`src/rtl/aclink_pkg.sv`:
```
package aclink_pkg;
  localparam int unsigned TAG_BITS_DEF    = 16;
  localparam int unsigned SLOT_BITS_DEF   = 20;
  localparam int unsigned NUM_SLOTS_DEF   = 12;
  localparam int unsigned SAMPLE_BITS_DEF = 18;

  // slot roles; tag bit (TAG_BITS-1-slot) flags slot validity
  localparam int unsigned SLOT_TAG       = 0;
  localparam int unsigned SLOT_CMD_ADDR  = 1;
  localparam int unsigned SLOT_CMD_DATA  = 2;
  localparam int unsigned SLOT_PCM_L     = 3;
  localparam int unsigned SLOT_PCM_R     = 4;
  localparam int unsigned LAST_USED_SLOT = 4;
endpackage

```
`src/rtl/aclink_frame_timer.sv`:
```
module aclink_frame_timer #(
  parameter  int unsigned TAG_BITS   = aclink_pkg::TAG_BITS_DEF,
  parameter  int unsigned SLOT_BITS  = aclink_pkg::SLOT_BITS_DEF,
  parameter  int unsigned NUM_SLOTS  = aclink_pkg::NUM_SLOTS_DEF,
  localparam int unsigned FRAME_BITS = TAG_BITS + NUM_SLOTS * SLOT_BITS,
  localparam int unsigned CNT_W      = $clog2(FRAME_BITS),
  localparam int unsigned SIDX_W     = $clog2(NUM_SLOTS + 1),
  localparam int unsigned OFFS_W     = $clog2(SLOT_BITS)
) (
  input  logic              clk_i,
  input  logic              rst_ni,
  output logic [SIDX_W-1:0] cur_slot_o,
  output logic [OFFS_W-1:0] cur_offs_o,
  output logic [SIDX_W-1:0] nxt_slot_o,
  output logic [OFFS_W-1:0] nxt_offs_o,
  output logic              frame_end_o,
  output logic              sync_o,
  output logic              frame_done_o
);
  localparam logic [CNT_W-1:0] LAST     = CNT_W'(FRAME_BITS - 1);
  localparam logic [CNT_W-1:0] RST_CNT  = CNT_W'(FRAME_BITS - 2);
  localparam logic [CNT_W-1:0] SYNC_END = CNT_W'(TAG_BITS - 1);

  logic [CNT_W-1:0] cnt_q, cnt_nxt;

  function automatic logic [SIDX_W+OFFS_W-1:0] locate(input logic [CNT_W-1:0] c);
    int unsigned ci, s, o;
    ci = int'(c);
    if (ci < TAG_BITS) begin
      s = 0;
      o = ci;
    end else begin
      s = (ci - TAG_BITS) / SLOT_BITS + 1;
      o = (ci - TAG_BITS) % SLOT_BITS;
    end
    return {SIDX_W'(s), OFFS_W'(o)};
  endfunction

  assign cnt_nxt     = (cnt_q == LAST) ? '0 : cnt_q + 1'b1;
  assign frame_end_o = (cnt_q == LAST);
  assign {cur_slot_o, cur_offs_o} = locate(cnt_q);
  assign {nxt_slot_o, nxt_offs_o} = locate(cnt_nxt);

  // sync leads the tag by one bit so the codec sees it before bit 0
  always_ff @(posedge clk_i or negedge rst_ni) begin
    if (!rst_ni) begin
      cnt_q        <= RST_CNT;
      sync_o       <= 1'b0;
      frame_done_o <= 1'b0;
    end else begin
      cnt_q        <= cnt_nxt;
      sync_o       <= (cnt_nxt == LAST) || (cnt_nxt < SYNC_END);
      frame_done_o <= frame_end_o;
    end
  end

  // checker state
  logic             sync_d_q, seen_q;
  logic [CNT_W:0]   hi_run_q, gap_q;

  always_ff @(posedge clk_i or negedge rst_ni) begin
    if (!rst_ni) begin
      sync_d_q <= 1'b0;
      seen_q   <= 1'b0;
      hi_run_q <= '0;
      gap_q    <= '0;
    end else begin
      sync_d_q <= sync_o;
      hi_run_q <= sync_o ? hi_run_q + 1'b1 : '0;
      if (sync_o && !sync_d_q) begin
        gap_q  <= (CNT_W+1)'(1);
        seen_q <= 1'b1;
      end else if (gap_q != '1) begin
        gap_q  <= gap_q + 1'b1;
      end
    end
  end

  p_sync_period_r1: assert property (@(posedge clk_i) disable iff (!rst_ni)
    (sync_o && !sync_d_q && seen_q) |-> (gap_q == (CNT_W+1)'(FRAME_BITS)));

  p_sync_width_r2: assert property (@(posedge clk_i) disable iff (!rst_ni)
    (!sync_o && sync_d_q) |-> (hi_run_q == (CNT_W+1)'(TAG_BITS)));

  p_done_pulse_r8: assert property (@(posedge clk_i) disable iff (!rst_ni)
    frame_done_o |=> !frame_done_o);

  p_done_in_sync_r8: assert property (@(posedge clk_i) disable iff (!rst_ni)
    frame_done_o |-> (sync_o && sync_d_q));
endmodule

```
`src/rtl/aclink_tx_serializer.sv`:
```
module aclink_tx_serializer #(
  parameter  int unsigned TAG_BITS    = aclink_pkg::TAG_BITS_DEF,
  parameter  int unsigned SLOT_BITS   = aclink_pkg::SLOT_BITS_DEF,
  parameter  int unsigned NUM_SLOTS   = aclink_pkg::NUM_SLOTS_DEF,
  parameter  int unsigned SAMPLE_BITS = aclink_pkg::SAMPLE_BITS_DEF,
  localparam int unsigned SIDX_W      = $clog2(NUM_SLOTS + 1),
  localparam int unsigned OFFS_W      = $clog2(SLOT_BITS)
) (
  input  logic                   clk_i,
  input  logic                   rst_ni,
  input  logic                   load_i,
  input  logic [SIDX_W-1:0]      nxt_slot_i,
  input  logic [OFFS_W-1:0]      nxt_offs_i,
  input  logic [SIDX_W-1:0]      cur_slot_i,
  input  logic [OFFS_W-1:0]      cur_offs_i,
  input  logic                   cmd_valid_i,
  input  logic [SLOT_BITS-1:0]   cmd_addr_i,
  input  logic [SLOT_BITS-1:0]   cmd_data_i,
  input  logic                   pcm_valid_i,
  input  logic [SAMPLE_BITS-1:0] left_i,
  input  logic [SAMPLE_BITS-1:0] right_i,
  output logic                   sdata_o
);
  import aclink_pkg::*;

  localparam int unsigned PAD_BITS = SLOT_BITS - SAMPLE_BITS;
  localparam int unsigned TAG_PAD  = SLOT_BITS - TAG_BITS;

  logic [TAG_BITS-1:0]  tag_fresh, tag_q;
  logic [SLOT_BITS-1:0] addr_q, data_q, left_q, right_q;
  logic [SLOT_BITS-1:0] slot_w [0:NUM_SLOTS];
  logic [SLOT_BITS-1:0] sel_w;
  logic [OFFS_W-1:0]    bit_pos;
  logic                 next_bit;

  always_comb begin
    tag_fresh = '0;
    tag_fresh[TAG_BITS-1]               = cmd_valid_i | pcm_valid_i;
    tag_fresh[TAG_BITS-1-SLOT_CMD_ADDR] = cmd_valid_i;
    tag_fresh[TAG_BITS-1-SLOT_CMD_DATA] = cmd_valid_i;
    tag_fresh[TAG_BITS-1-SLOT_PCM_L]    = pcm_valid_i;
    tag_fresh[TAG_BITS-1-SLOT_PCM_R]    = pcm_valid_i;
  end

  assign slot_w[SLOT_TAG]      = SLOT_BITS'(tag_q) << TAG_PAD;
  assign slot_w[SLOT_CMD_ADDR] = addr_q;
  assign slot_w[SLOT_CMD_DATA] = data_q;
  assign slot_w[SLOT_PCM_L]    = left_q;
  assign slot_w[SLOT_PCM_R]    = right_q;

  for (genvar k = LAST_USED_SLOT + 1; k <= NUM_SLOTS; k++) begin : g_idle_slot
    assign slot_w[k] = '0;
  end

  assign sel_w   = slot_w[nxt_slot_i];
  assign bit_pos = OFFS_W'(SLOT_BITS - 1) - nxt_offs_i;
  // bit 0 of a new frame leaves while the held words are being replaced
  assign next_bit = load_i ? tag_fresh[TAG_BITS-1] : sel_w[bit_pos];

  always_ff @(posedge clk_i or negedge rst_ni) begin
    if (!rst_ni) begin
      tag_q   <= '0;
      addr_q  <= '0;
      data_q  <= '0;
      left_q  <= '0;
      right_q <= '0;
      sdata_o <= 1'b0;
    end else begin
      sdata_o <= next_bit;
      if (load_i) begin
        tag_q   <= tag_fresh;
        addr_q  <= cmd_valid_i ? cmd_addr_i : '0;
        data_q  <= cmd_valid_i ? cmd_data_i : '0;
        left_q  <= pcm_valid_i ? (SLOT_BITS'(left_i) << PAD_BITS) : '0;
        right_q <= pcm_valid_i ? (SLOT_BITS'(right_i) << PAD_BITS) : '0;
      end
    end
  end

  p_pad_zero_r6: assert property (@(posedge clk_i) disable iff (!rst_ni)
    (((cur_slot_i == SIDX_W'(SLOT_PCM_L)) || (cur_slot_i == SIDX_W'(SLOT_PCM_R)))
     && (cur_offs_i >= OFFS_W'(SAMPLE_BITS))) |-> !sdata_o);

  p_idle_slot_zero_r6: assert property (@(posedge clk_i) disable iff (!rst_ni)
    (cur_slot_i > SIDX_W'(LAST_USED_SLOT)) |-> !sdata_o);

  p_tag_spare_zero_r4: assert property (@(posedge clk_i) disable iff (!rst_ni)
    ((cur_slot_i == SIDX_W'(SLOT_TAG)) && (cur_offs_i > OFFS_W'(LAST_USED_SLOT))) |-> !sdata_o);
endmodule

```
`src/rtl/aclink_rx_deserializer.sv`:
```
module aclink_rx_deserializer #(
  parameter  int unsigned TAG_BITS    = aclink_pkg::TAG_BITS_DEF,
  parameter  int unsigned SLOT_BITS   = aclink_pkg::SLOT_BITS_DEF,
  parameter  int unsigned NUM_SLOTS   = aclink_pkg::NUM_SLOTS_DEF,
  parameter  int unsigned SAMPLE_BITS = aclink_pkg::SAMPLE_BITS_DEF,
  localparam int unsigned SIDX_W      = $clog2(NUM_SLOTS + 1),
  localparam int unsigned OFFS_W      = $clog2(SLOT_BITS)
) (
  input  logic                   clk_i,
  input  logic                   rst_ni,
  input  logic                   sdata_i,
  input  logic [SIDX_W-1:0]      cur_slot_i,
  input  logic [OFFS_W-1:0]      cur_offs_i,
  input  logic                   frame_end_i,
  input  logic                   frame_done_i,
  output logic [TAG_BITS-1:0]    tag_o,
  output logic [SLOT_BITS-1:0]   stat_addr_o,
  output logic [SLOT_BITS-1:0]   stat_data_o,
  output logic [SAMPLE_BITS-1:0] left_o,
  output logic [SAMPLE_BITS-1:0] right_o
);
  import aclink_pkg::*;

  logic [SLOT_BITS-1:0] sh_q, word_in;
  logic [TAG_BITS-1:0]  tag_st_q;
  logic [SLOT_BITS-1:0] st_q [1:LAST_USED_SLOT];

  assign word_in = {sh_q[SLOT_BITS-2:0], sdata_i};

  // capture on falling edge; commit each slot on its last bit
  always_ff @(negedge clk_i or negedge rst_ni) begin
    if (!rst_ni) begin
      sh_q     <= '0;
      tag_st_q <= '0;
      for (int k = 1; k <= LAST_USED_SLOT; k++) st_q[k] <= '0;
    end else begin
      sh_q <= word_in;
      if (cur_slot_i == SIDX_W'(SLOT_TAG) && cur_offs_i == OFFS_W'(TAG_BITS - 1))
        tag_st_q <= word_in[TAG_BITS-1:0];
      for (int k = 1; k <= LAST_USED_SLOT; k++) begin
        if (cur_slot_i == SIDX_W'(k) && cur_offs_i == OFFS_W'(SLOT_BITS - 1))
          st_q[k] <= word_in;
      end
    end
  end

  always_ff @(posedge clk_i or negedge rst_ni) begin
    if (!rst_ni) begin
      tag_o       <= '0;
      stat_addr_o <= '0;
      stat_data_o <= '0;
      left_o      <= '0;
      right_o     <= '0;
    end else if (frame_end_i) begin
      tag_o       <= tag_st_q;
      stat_addr_o <= st_q[SLOT_CMD_ADDR];
      stat_data_o <= st_q[SLOT_CMD_DATA];
      left_o      <= st_q[SLOT_PCM_L][SLOT_BITS-1 -: SAMPLE_BITS];
      right_o     <= st_q[SLOT_PCM_R][SLOT_BITS-1 -: SAMPLE_BITS];
    end
  end

  p_rx_hold_r9: assert property (@(posedge clk_i) disable iff (!rst_ni)
    !frame_done_i |-> ($stable(tag_o) && $stable(stat_addr_o) && $stable(stat_data_o)
                       && $stable(left_o) && $stable(right_o)));
endmodule

```
`src/rtl/aclink_frame_ctrl.sv`:
```
module aclink_frame_ctrl #(
  parameter  int unsigned TAG_BITS    = aclink_pkg::TAG_BITS_DEF,
  parameter  int unsigned SLOT_BITS   = aclink_pkg::SLOT_BITS_DEF,
  parameter  int unsigned NUM_SLOTS   = aclink_pkg::NUM_SLOTS_DEF,
  parameter  int unsigned SAMPLE_BITS = aclink_pkg::SAMPLE_BITS_DEF
) (
  input  logic                   bit_clk_i,
  input  logic                   rst_ni,
  input  logic                   sdata_in_i,
  output logic                   sync_o,
  output logic                   sdata_out_o,
  output logic                   frame_done_o,
  input  logic                   tx_cmd_valid_i,
  input  logic [SLOT_BITS-1:0]   tx_cmd_addr_i,
  input  logic [SLOT_BITS-1:0]   tx_cmd_data_i,
  input  logic                   tx_pcm_valid_i,
  input  logic [SAMPLE_BITS-1:0] tx_left_i,
  input  logic [SAMPLE_BITS-1:0] tx_right_i,
  output logic [TAG_BITS-1:0]    rx_tag_o,
  output logic [SLOT_BITS-1:0]   rx_stat_addr_o,
  output logic [SLOT_BITS-1:0]   rx_stat_data_o,
  output logic [SAMPLE_BITS-1:0] rx_left_o,
  output logic [SAMPLE_BITS-1:0] rx_right_o
);
  localparam int unsigned SIDX_W = $clog2(NUM_SLOTS + 1);
  localparam int unsigned OFFS_W = $clog2(SLOT_BITS);

  logic [SIDX_W-1:0] cur_slot, nxt_slot;
  logic [OFFS_W-1:0] cur_offs, nxt_offs;
  logic              frame_end;

  aclink_frame_timer #(
    .TAG_BITS(TAG_BITS), .SLOT_BITS(SLOT_BITS), .NUM_SLOTS(NUM_SLOTS)
  ) u_timer (
    .clk_i        (bit_clk_i),
    .rst_ni       (rst_ni),
    .cur_slot_o   (cur_slot),
    .cur_offs_o   (cur_offs),
    .nxt_slot_o   (nxt_slot),
    .nxt_offs_o   (nxt_offs),
    .frame_end_o  (frame_end),
    .sync_o       (sync_o),
    .frame_done_o (frame_done_o)
  );

  aclink_tx_serializer #(
    .TAG_BITS(TAG_BITS), .SLOT_BITS(SLOT_BITS), .NUM_SLOTS(NUM_SLOTS), .SAMPLE_BITS(SAMPLE_BITS)
  ) u_tx (
    .clk_i       (bit_clk_i),
    .rst_ni      (rst_ni),
    .load_i      (frame_end),
    .nxt_slot_i  (nxt_slot),
    .nxt_offs_i  (nxt_offs),
    .cur_slot_i  (cur_slot),
    .cur_offs_i  (cur_offs),
    .cmd_valid_i (tx_cmd_valid_i),
    .cmd_addr_i  (tx_cmd_addr_i),
    .cmd_data_i  (tx_cmd_data_i),
    .pcm_valid_i (tx_pcm_valid_i),
    .left_i      (tx_left_i),
    .right_i     (tx_right_i),
    .sdata_o     (sdata_out_o)
  );

  aclink_rx_deserializer #(
    .TAG_BITS(TAG_BITS), .SLOT_BITS(SLOT_BITS), .NUM_SLOTS(NUM_SLOTS), .SAMPLE_BITS(SAMPLE_BITS)
  ) u_rx (
    .clk_i        (bit_clk_i),
    .rst_ni       (rst_ni),
    .sdata_i      (sdata_in_i),
    .cur_slot_i   (cur_slot),
    .cur_offs_i   (cur_offs),
    .frame_end_i  (frame_end),
    .frame_done_i (frame_done_o),
    .tag_o        (rx_tag_o),
    .stat_addr_o  (rx_stat_addr_o),
    .stat_data_o  (rx_stat_data_o),
    .left_o       (rx_left_o),
    .right_o      (rx_right_o)
  );

  p_first_tag_bit_r3: assert property (@(posedge bit_clk_i) disable iff (!rst_ni)
    $rose(sync_o) |=> (sdata_out_o == ($past(tx_cmd_valid_i) | $past(tx_pcm_valid_i))));

  p_done_after_rise_r8: assert property (@(posedge bit_clk_i) disable iff (!rst_ni)
    $rose(sync_o) |=> frame_done_o);
endmodule

```
`config.mk`:
```
export PLATFORM = sky130hd
export DESIGN_NAME = aclink_frame_ctrl
export DESIGN_NICKNAME = d
export VERILOG_FILES = /design/src/rtl/aclink_pkg.sv /design/src/rtl/aclink_frame_timer.sv /design/src/rtl/aclink_tx_serializer.sv /design/src/rtl/aclink_rx_deserializer.sv /design/src/rtl/aclink_frame_ctrl.sv
export SDC_FILE = /design/constraint.sdc
export NUM_CORES = 1
export LEC_CHECK = 0
export BUFFER_PORTS_ARGS = -buffer_cell sky130_fd_sc_hd__buf_4
export CAP_MARGIN = 5
export CORE_ASPECT_RATIO = 0.7
export CORE_MARGIN = 2
export CORE_UTILIZATION = 50
export CTS_CLUSTER_DIAMETER = 30
export DETAILED_ROUTE_END_ITERATION = 10
export PLACE_DENSITY = 0.71
export SYNTH_ARGS = -nofsm -noshare
export SYNTH_HDL_FRONTEND = slang
export SYNTH_SLANG_ARGS = --single-unit
```
`constraint.sdc`:
```
create_clock -name bit_clk_i -period 9.01 [get_ports bit_clk_i]
set_input_delay 1.802 -clock bit_clk_i [delete_from_list [all_inputs] [get_ports bit_clk_i]]
set_output_delay 1.802 -clock bit_clk_i [all_outputs]
set_load 0.005 [all_outputs]
```
==> results of run 1 <==
## worst paths after layout
check	endpoint	startpoint	slack, ns	depth (start not counted)
hold / removal	u_rx.sh_q[1]	u_rx.sh_q[0]	0.37	0
min in group asynchronous	u_rx.stat_addr_o[11]	rst_ni	1.26	1
setup / recovery	u_rx.tag_st_q[3]	u_timer.cnt_q[4]	0.12	21
setup reg to reg	u_rx.tag_st_q[3]	u_timer.cnt_q[4]	0.12	21
max in group asynchronous	u_rx.st_q[16]	rst_ni	2.56	2
hold reg to reg	u_rx.sh_q[1]	u_rx.sh_q[0]	0.37	0
## repair_timing
| item | CTS | global route |
|---|---|---|
| hold buffers | 0 | 0 |
| endpoints found under the setup margin | 16 | 80 |
| setup buffers | 3 | 10 |
| resized for setup | 8 | 24 |
| pin swaps | 2 | 17 |
| cloned | 1 | 0 |
## final cells by class
class / instances / area share (%)
clock buffer: 62 / 8.20
timing repair buffer: 216 / 10.1
sequential: 293 / 43.4
tap: 357 / 2.64
clock inverter: 28 / 1.97
inverter: 24 / 0.576
multi-input combinational: 916 / 33.2
## sequential cells by signal, indices dropped and copies added, names as in the netlist, 19 cells and up
signal            flops
u_rx.sh_q            19
u_rx.stat_data_o     20
u_tx.addr_q          20
u_rx.stat_addr_o     20
u_tx.data_q          20
u_rx.st_q            76
## cells in the final DEF (no fill, tap or decap), types with 5 or more instances in the layout
master	instances
a311oi_1	5
nand3_1	87
dfrtn_1	111
a21oi_1	13
nor3_1	12
o2111ai_1	5
clkinv_2	5
xnor2_1	10
ha_1	10
inv_4	5
dfrtp_1	175
mux2_1	6
nand4_1	7
mux2_4	10
o211ai_1	8
mux2_2	80
buf_12	6
xor2_1	5
buf_4	209
clkbuf_8	7
nand2_1	476
o21ai_0	17
inv_1	17
o31ai_1	8
dfstp_2	7
nor2_1	25
clkbuf_16	51
mux4_2	9
and3_1	5
## logic make-up after synthesis
group	count (synthesis)	share of synthesized area (%)
flip-flops	293	55.6
multiplexers	107	10.2
other	1	0.0284
AO/OA/AOI/OAI	116	6.71
AND/OR/NAND/NOR	657	21.2
adder cells (fa/ha/maj)	15	1.41
buffers and inverters	103	3.49
XOR/XNOR	19	1.46
## metal layers
| metal | GRT usage, % | part of all wire, % | wire length, um |
|---|---|---|---|
| met5 | 0 | 0 | 0 |
| met4 | 6.93 | 1.6 | 561 |
| met3 | 5.83 | 6.0 | 2050 |
| met2 | 36.0 | 45 | 15400 |
| met1 | 37.5 | 47 | 16000 |
## worst reg2reg max path, stage by stage, from the launching register on
cell,delay (ns)
dfstp_2,0.55
inv_4,0.05
ha_4,0.16
nor3b_4,0.17
inv_2,0.12
ha_4,0.23
nand2b_4,0.16
o21ai_4,0.18
a21oi_2,0.07
o21ai_1,0.15
o2111ai_2,0.21
xnor2_2,0.28
nand2b_4,0.20
nand3_4,0.09
ha_4,0.19
xor2_2,0.18
nor4_2,0.25
a22o_1,0.18
nand2_2,0.07
a31oi_4,0.23
buf_12,0.18
mux2_2,0.34
## stage by stage
step	power (mW)	cells
2_1_floorplan	1.38	1312
3_3_place_gp	1.44	1793
3_5_place_dp	1.45	1793
4_1_cts	3.36	1887
5_1_grt	3.44	1896
6_report	3.33	1896
## power by group through the flow
stage	registers (mW)	logic [mW]	clock network, mW
after global placement	1.37	0.0736	0
after floorplan	1.36	0.0152	0
after detailed placement	1.37	0.0755	0
after CTS	1.35	0.0758	1.94
after global routing	1.35	0.0852	2.01
final	1.35	0.0760	1.91
==> results.cfg, run 1 <==
[clocking]
h-tree-depth = 2
path_clk_slew_ns = 0.05
clk_latency_ns = 0.56
cts_tree = built
numCtsBuffers = 49
numClockSinks = 293
clockRootBuffer = clkbuf_16
clockBufferDepth = 3

[finish]
n_antenna_cell = 0
multiInputGateArea_um2 = 5620
fin_util_pct = 65.6
layout-drive-gt1-share_pct = 30.1
fillCellCount = 1989
regArea_um2 = 7340
final_area_um2 = 16900
syn_to_final_growth_pct = 28.1
nets = 1595

[place]
io_buffers = 175
gp_congestion = 0.878
hpwlAfterDp_um = 21500
dpl_cell_area_um2 = 14900
place_ws_ns = -0.0639

[sta]
worst_slack_ns = 0.122
hold_slack_ns = 0.374
setup_tns_ns = 0
hold_viol_final = 0
finalClockSkew_ns = 0.0135
rsz0062_at_grt = yes
tightest_slew_ns = 1.03
setup_violations = 0
max_slew_margin_pct = 31.6
slew_violations = 0

[route]
wire_per_inst_um = 17.9
num_vias = 10304
ant_nets = 0
drc = 0
drt-initial-drc-count = 749
post_drt_via_cell_ratio = 5.43
drt_pass1_iterations = 5
wirelength_um = 34000

[synthesis]
synth_area_leader_cell = dfrtp_1
synth.area.top_cells = dfrtp_1 (33%), dfrtn_1 (21%), nand2_1 (14%)
syn_area_um2 = 13200
syn_avg_cell_area_um2 = 10.1
ys_seq_area_share_pct = 55.6
synth_top_area_share_pct = 33.1
synthTopCellsByCount = nand2_1 (479), dfrtp_1 (175), dfrtn_1 (111)
yosysMostFrequentCell = nand2_1
synth_seq_cells = 293
yosys_warnings = 0
yosysUniqueCellTypes = 95
synth-async-reset-ratio_pct = 100
synth_top_flop_cell = dfrtp_1
synth_edf_count = 0
synthCells = 1311

[pwr]
clockPowerShare_pct = 57.2
ir_drop_uv = 157
leakagePower_nw = 8.36
switching_share_pct = 22.3
p_int_mw = 2.59
seqPwrFrac_pct = 40.5
pwr-share-comb_pct = 2.3
pwr_density_cell_nw_per_um2 = 197
p_switching_mw = 0.744

[floorplan]
die_h_um = 140
coreArea_um2 = 25800
die-area_um2 = 27800
num_rows = 49
initial_utilization_pct = 51.2
die-width_um = 198
ios = 176

[worst_setup_path]
crit_family = compound AO/OA/AOI/OAI gates
cpMaxStageDelayCell = dfstp_2
path_buf_inv = 3
cpMostUsedCell = ha_4
start_kind = flip-flop
arrival_ns = 4.77
critPathKind = reg2reg
crit_fanout = 8
max_stage_delay_ns = 0.55
worstPathCellList = inv_4 -> ha_4 -> nor3b_4 -> inv_2 -> ha_4 -> nand2b_4 -> o21ai_4 -> a21oi_2 -> o21ai_1 -> o2111ai_2 -> xnor2_2 -> nand2b_4 -> nand3_4 -> ha_4 -> xor2_2 -> nor4_2 -> a22o_1 -> nand2_2 -> a31oi_4 -> buf_12 -> mux2_2
cp-end-kind = flip-flop
worstPathRequired_ns = 4.89

[global_route]
grt_max_degree = 95
grt_pass1_wl_um = 54600
antenna_found_initial = 1
track_usage_pct = 24.9
overflow = 0
first_global_vias = 10182

[outcome]
status = finished, final reports clean

[hold_path]
hold_class = reg2reg

[flow_run]
maxCapViolations = 0
Power figures use the tool's default switching activity.
==> inputs of run 2 (changes only) <==
--- a/config.mk
+++ b/config.mk
@@ -7,12 +7,14 @@
 export LEC_CHECK = 0
 export BUFFER_PORTS_ARGS = -buffer_cell sky130_fd_sc_hd__buf_4
 export CAP_MARGIN = 5
+export CELL_PAD_IN_SITES_DETAIL_PLACEMENT = 1
+export CELL_PAD_IN_SITES_GLOBAL_PLACEMENT = 1
 export CORE_ASPECT_RATIO = 0.7
 export CORE_MARGIN = 2
-export CORE_UTILIZATION = 50
+export CORE_UTILIZATION = 49
 export CTS_CLUSTER_DIAMETER = 30
 export DETAILED_ROUTE_END_ITERATION = 10
-export PLACE_DENSITY = 0.71
+export PLACE_DENSITY_LB_ADDON = 0.1
 export SYNTH_ARGS = -nofsm -noshare
 export SYNTH_HDL_FRONTEND = slang
 export SYNTH_SLANG_ARGS = --single-unit
==> run 2 against run 1 <==
Effect of this change: clock skew grew 0.018 ns; global-route usage up 4.3 points; critical endpoint is now u_rx.tag_st_q[5]; die area is 2.0% higher; core utilization shrank 2.4 points; clock power decreased by 6%; combinational power up 5.0%; worst hold slack worse by 0.0026 ns; sequential share of layout area rose by 0.26 points; flip-flop and latch count is the same; sequential power about the same.
==> results.cfg, run 2 (same netlist as run 1, synthesis figures left out) <==
[outcome]
status = finished, final reports clean

[finish]
layout-drive-gt1-share_pct = 29.8
final_cells = 1899
largest_reg_flops = 76
fillCellCount = 2865
regArea_um2 = 7340
fin_util_pct = 63.1
multiInputGateArea_um2 = 5620
final_area_um2 = 16800
final_cell_mix = nand2_1 (476), buf_4 (208), dfrtp_1 (175)
top_register = u_rx.st_q
syn_to_final_growth_pct = 27.3
nets = 1592
final_common_cell = nand2_1

[worst_setup_path]
worst_r2r_endpoint = u_rx.tag_st_q[5]
crit_fanout = 8
arrival_ns = 4.79
cp-end-kind = flip-flop
r2r_setup_slack_ns = 0.11
crit_path_start = u_timer.cnt_q[5]
start_kind = flip-flop
critPathKind = reg2reg
timing.rr.start = u_timer.cnt_q[5]
r2r_cells = 21
worstPathRequired_ns = 4.90

[clocking]
clockBufferDepth = 3
cts_tree = built
numCtsBuffers = 45
h-tree-depth = 2
clk_latency_ns = 0.56
numClockSinks = 293
path_clk_slew_ns = 0.05
clockRootBuffer = clkbuf_16

[hold_path]
hold_class = reg2reg
hp-start = u_rx.sh_q[0]
hold_depth = 0
holdPathEnd = u_rx.sh_q[1]

[route]
num_vias = 10787
ant_nets = 0
met2_wirelength_um = 19200
met3WireLength_um = 2600
wirelength_um = 41600
drt-initial-drc-count = 772
top_layer = met4
wire_per_inst_um = 21.9
drt_pass1_iterations = 7
post_drt_via_cell_ratio = 5.68
wl_met1_um = 19100
drc = 0

[place]
dp.cells = 1801
dpl_cell_area_um2 = 15000
io_buffers = 175
gp_congestion = 0.829
hpwlAfterDp_um = 25400

[pwr]
pwr_density_cell_nw_per_um2 = 192
power_mw = 3.23
ir_drop_uv = 133
leakagePower_nw = 8.30

[sta]
setup_violations = 0
hold_viol_final = 0
slew_violations = 0
max_slew_margin_pct = 26.9
finalClockSkew_ns = 0.0319
tightest_slew_ns = 1.10

[floorplan]
die_h_um = 141
coreArea_um2 = 26700
num_rows = 50
die-width_um = 200
ios = 176
initial_utilization_pct = 49.6
die-area_um2 = 28300

[flow_run]
maxCapViolations = 0

[global_route]
grt_max_degree = 176
antenna_found_initial = 1
overflow = 0
track_usage_pct = 29.1
grt_pass1_wl_um = 64700
first_global_vias = 11291
[run 2: changes by cell type in the layout (fill, tap and decap cells not counted), moves of 2 or more]
cell,before,now
clkbuf_16,51,47
clkinv_2,5,2
diode_2,0,2
inv_2,3,5
inv_4,5,3
inv_6,3,9
inv_8,3,1
mux2_2,80,74
mux2_4,10,16
[run 2: worst max-delay path by stage]
stage                                    to  slack, ns  cells past startpoint
after global placement     u_rx.tag_st_q[2]       0.08                     20
after floorplan           u_rx.tag_st_q[10]       0.04                     21
after detailed placement   u_rx.tag_st_q[3]      -0.12                     21
after global routing       u_rx.tag_st_q[8]      -0.07                     21
final                      u_rx.tag_st_q[5]       0.11                     21
after CTS                  u_rx.tag_st_q[0]       0.02                     21
[run 2: worst max-delay path, cell delays in order (launching register included)]
cell	delay, ns
dfstp_2	0.54
inv_2	0.05
ha_4	0.16
nor3b_4	0.15
inv_2	0.11
ha_4	0.24
nand2b_4	0.16
o21ai_4	0.16
a21oi_2	0.08
o21ai_1	0.18
o2111ai_2	0.18
xnor2_2	0.29
nand2b_4	0.20
nand3_4	0.08
ha_4	0.18
xor2_4	0.16
nor4_2	0.27
a22o_1	0.18
nand2_2	0.07
a31oi_4	0.30
buf_12	0.20
mux2_4	0.31
[run 2: area by class of cell]
| class | instances | area share (%) |
|---|---|---|
| Sequential cell | 293 | 43.6 |
| Multi-Input combinational cell | 916 | 33.4 |
| Timing Repair Buffer | 217 | 10.4 |
| Clock buffer | 59 | 7.73 |
| Tap cell | 364 | 2.71 |
| Clock inverter | 24 | 1.58 |
| Inverter | 24 | 0.565 |
| Antenna cell | 2 | 0.0297 |
[run 2: power by group]
group          switching [mW]  total (mW)  internal (mW)  leakage [nW]
registers              0.0163        1.35           1.33          3.52
clock network           0.680        1.80           1.12         0.767
logic                  0.0438      0.0798         0.0360          4.01
total                   0.740        3.23           2.49          8.30
[run 2: through the flow]
| stage | TNS (ns) | hold slack, ns | worst slack [ns] |
|---|---|---|---|
| after global placement | 0 | 0.382 | 0.0789 |
| final | 0 | 0.372 | 0.107 |
| after global routing | -0.754 | 0.395 | -0.0655 |
| after floorplan | 0 | 0.339 | 0.0364 |
| after detailed placement | -1.41 | 0.362 | -0.121 |
| after CTS | 0 | 0.361 | 0.0220 |
[run 2: layer usage]
metal | vias to the layer above | track usage [%]
met1 | 5602 | 41.8
met2 | 324 | 45.9
met3 | 57 | 6.27
met4 | 0 | 6.82
met5 | - | 0
li1 | 4804 | -
[run 2: repair_timing]
action | CTS | global route
hold buffers | 0 | 0
endpoints found under the setup margin | 16 | 16
gates resized for setup | 13 | 22
pin swaps | 5 | 17
setup buffers | 4 | 8
cloned | 1 | 0
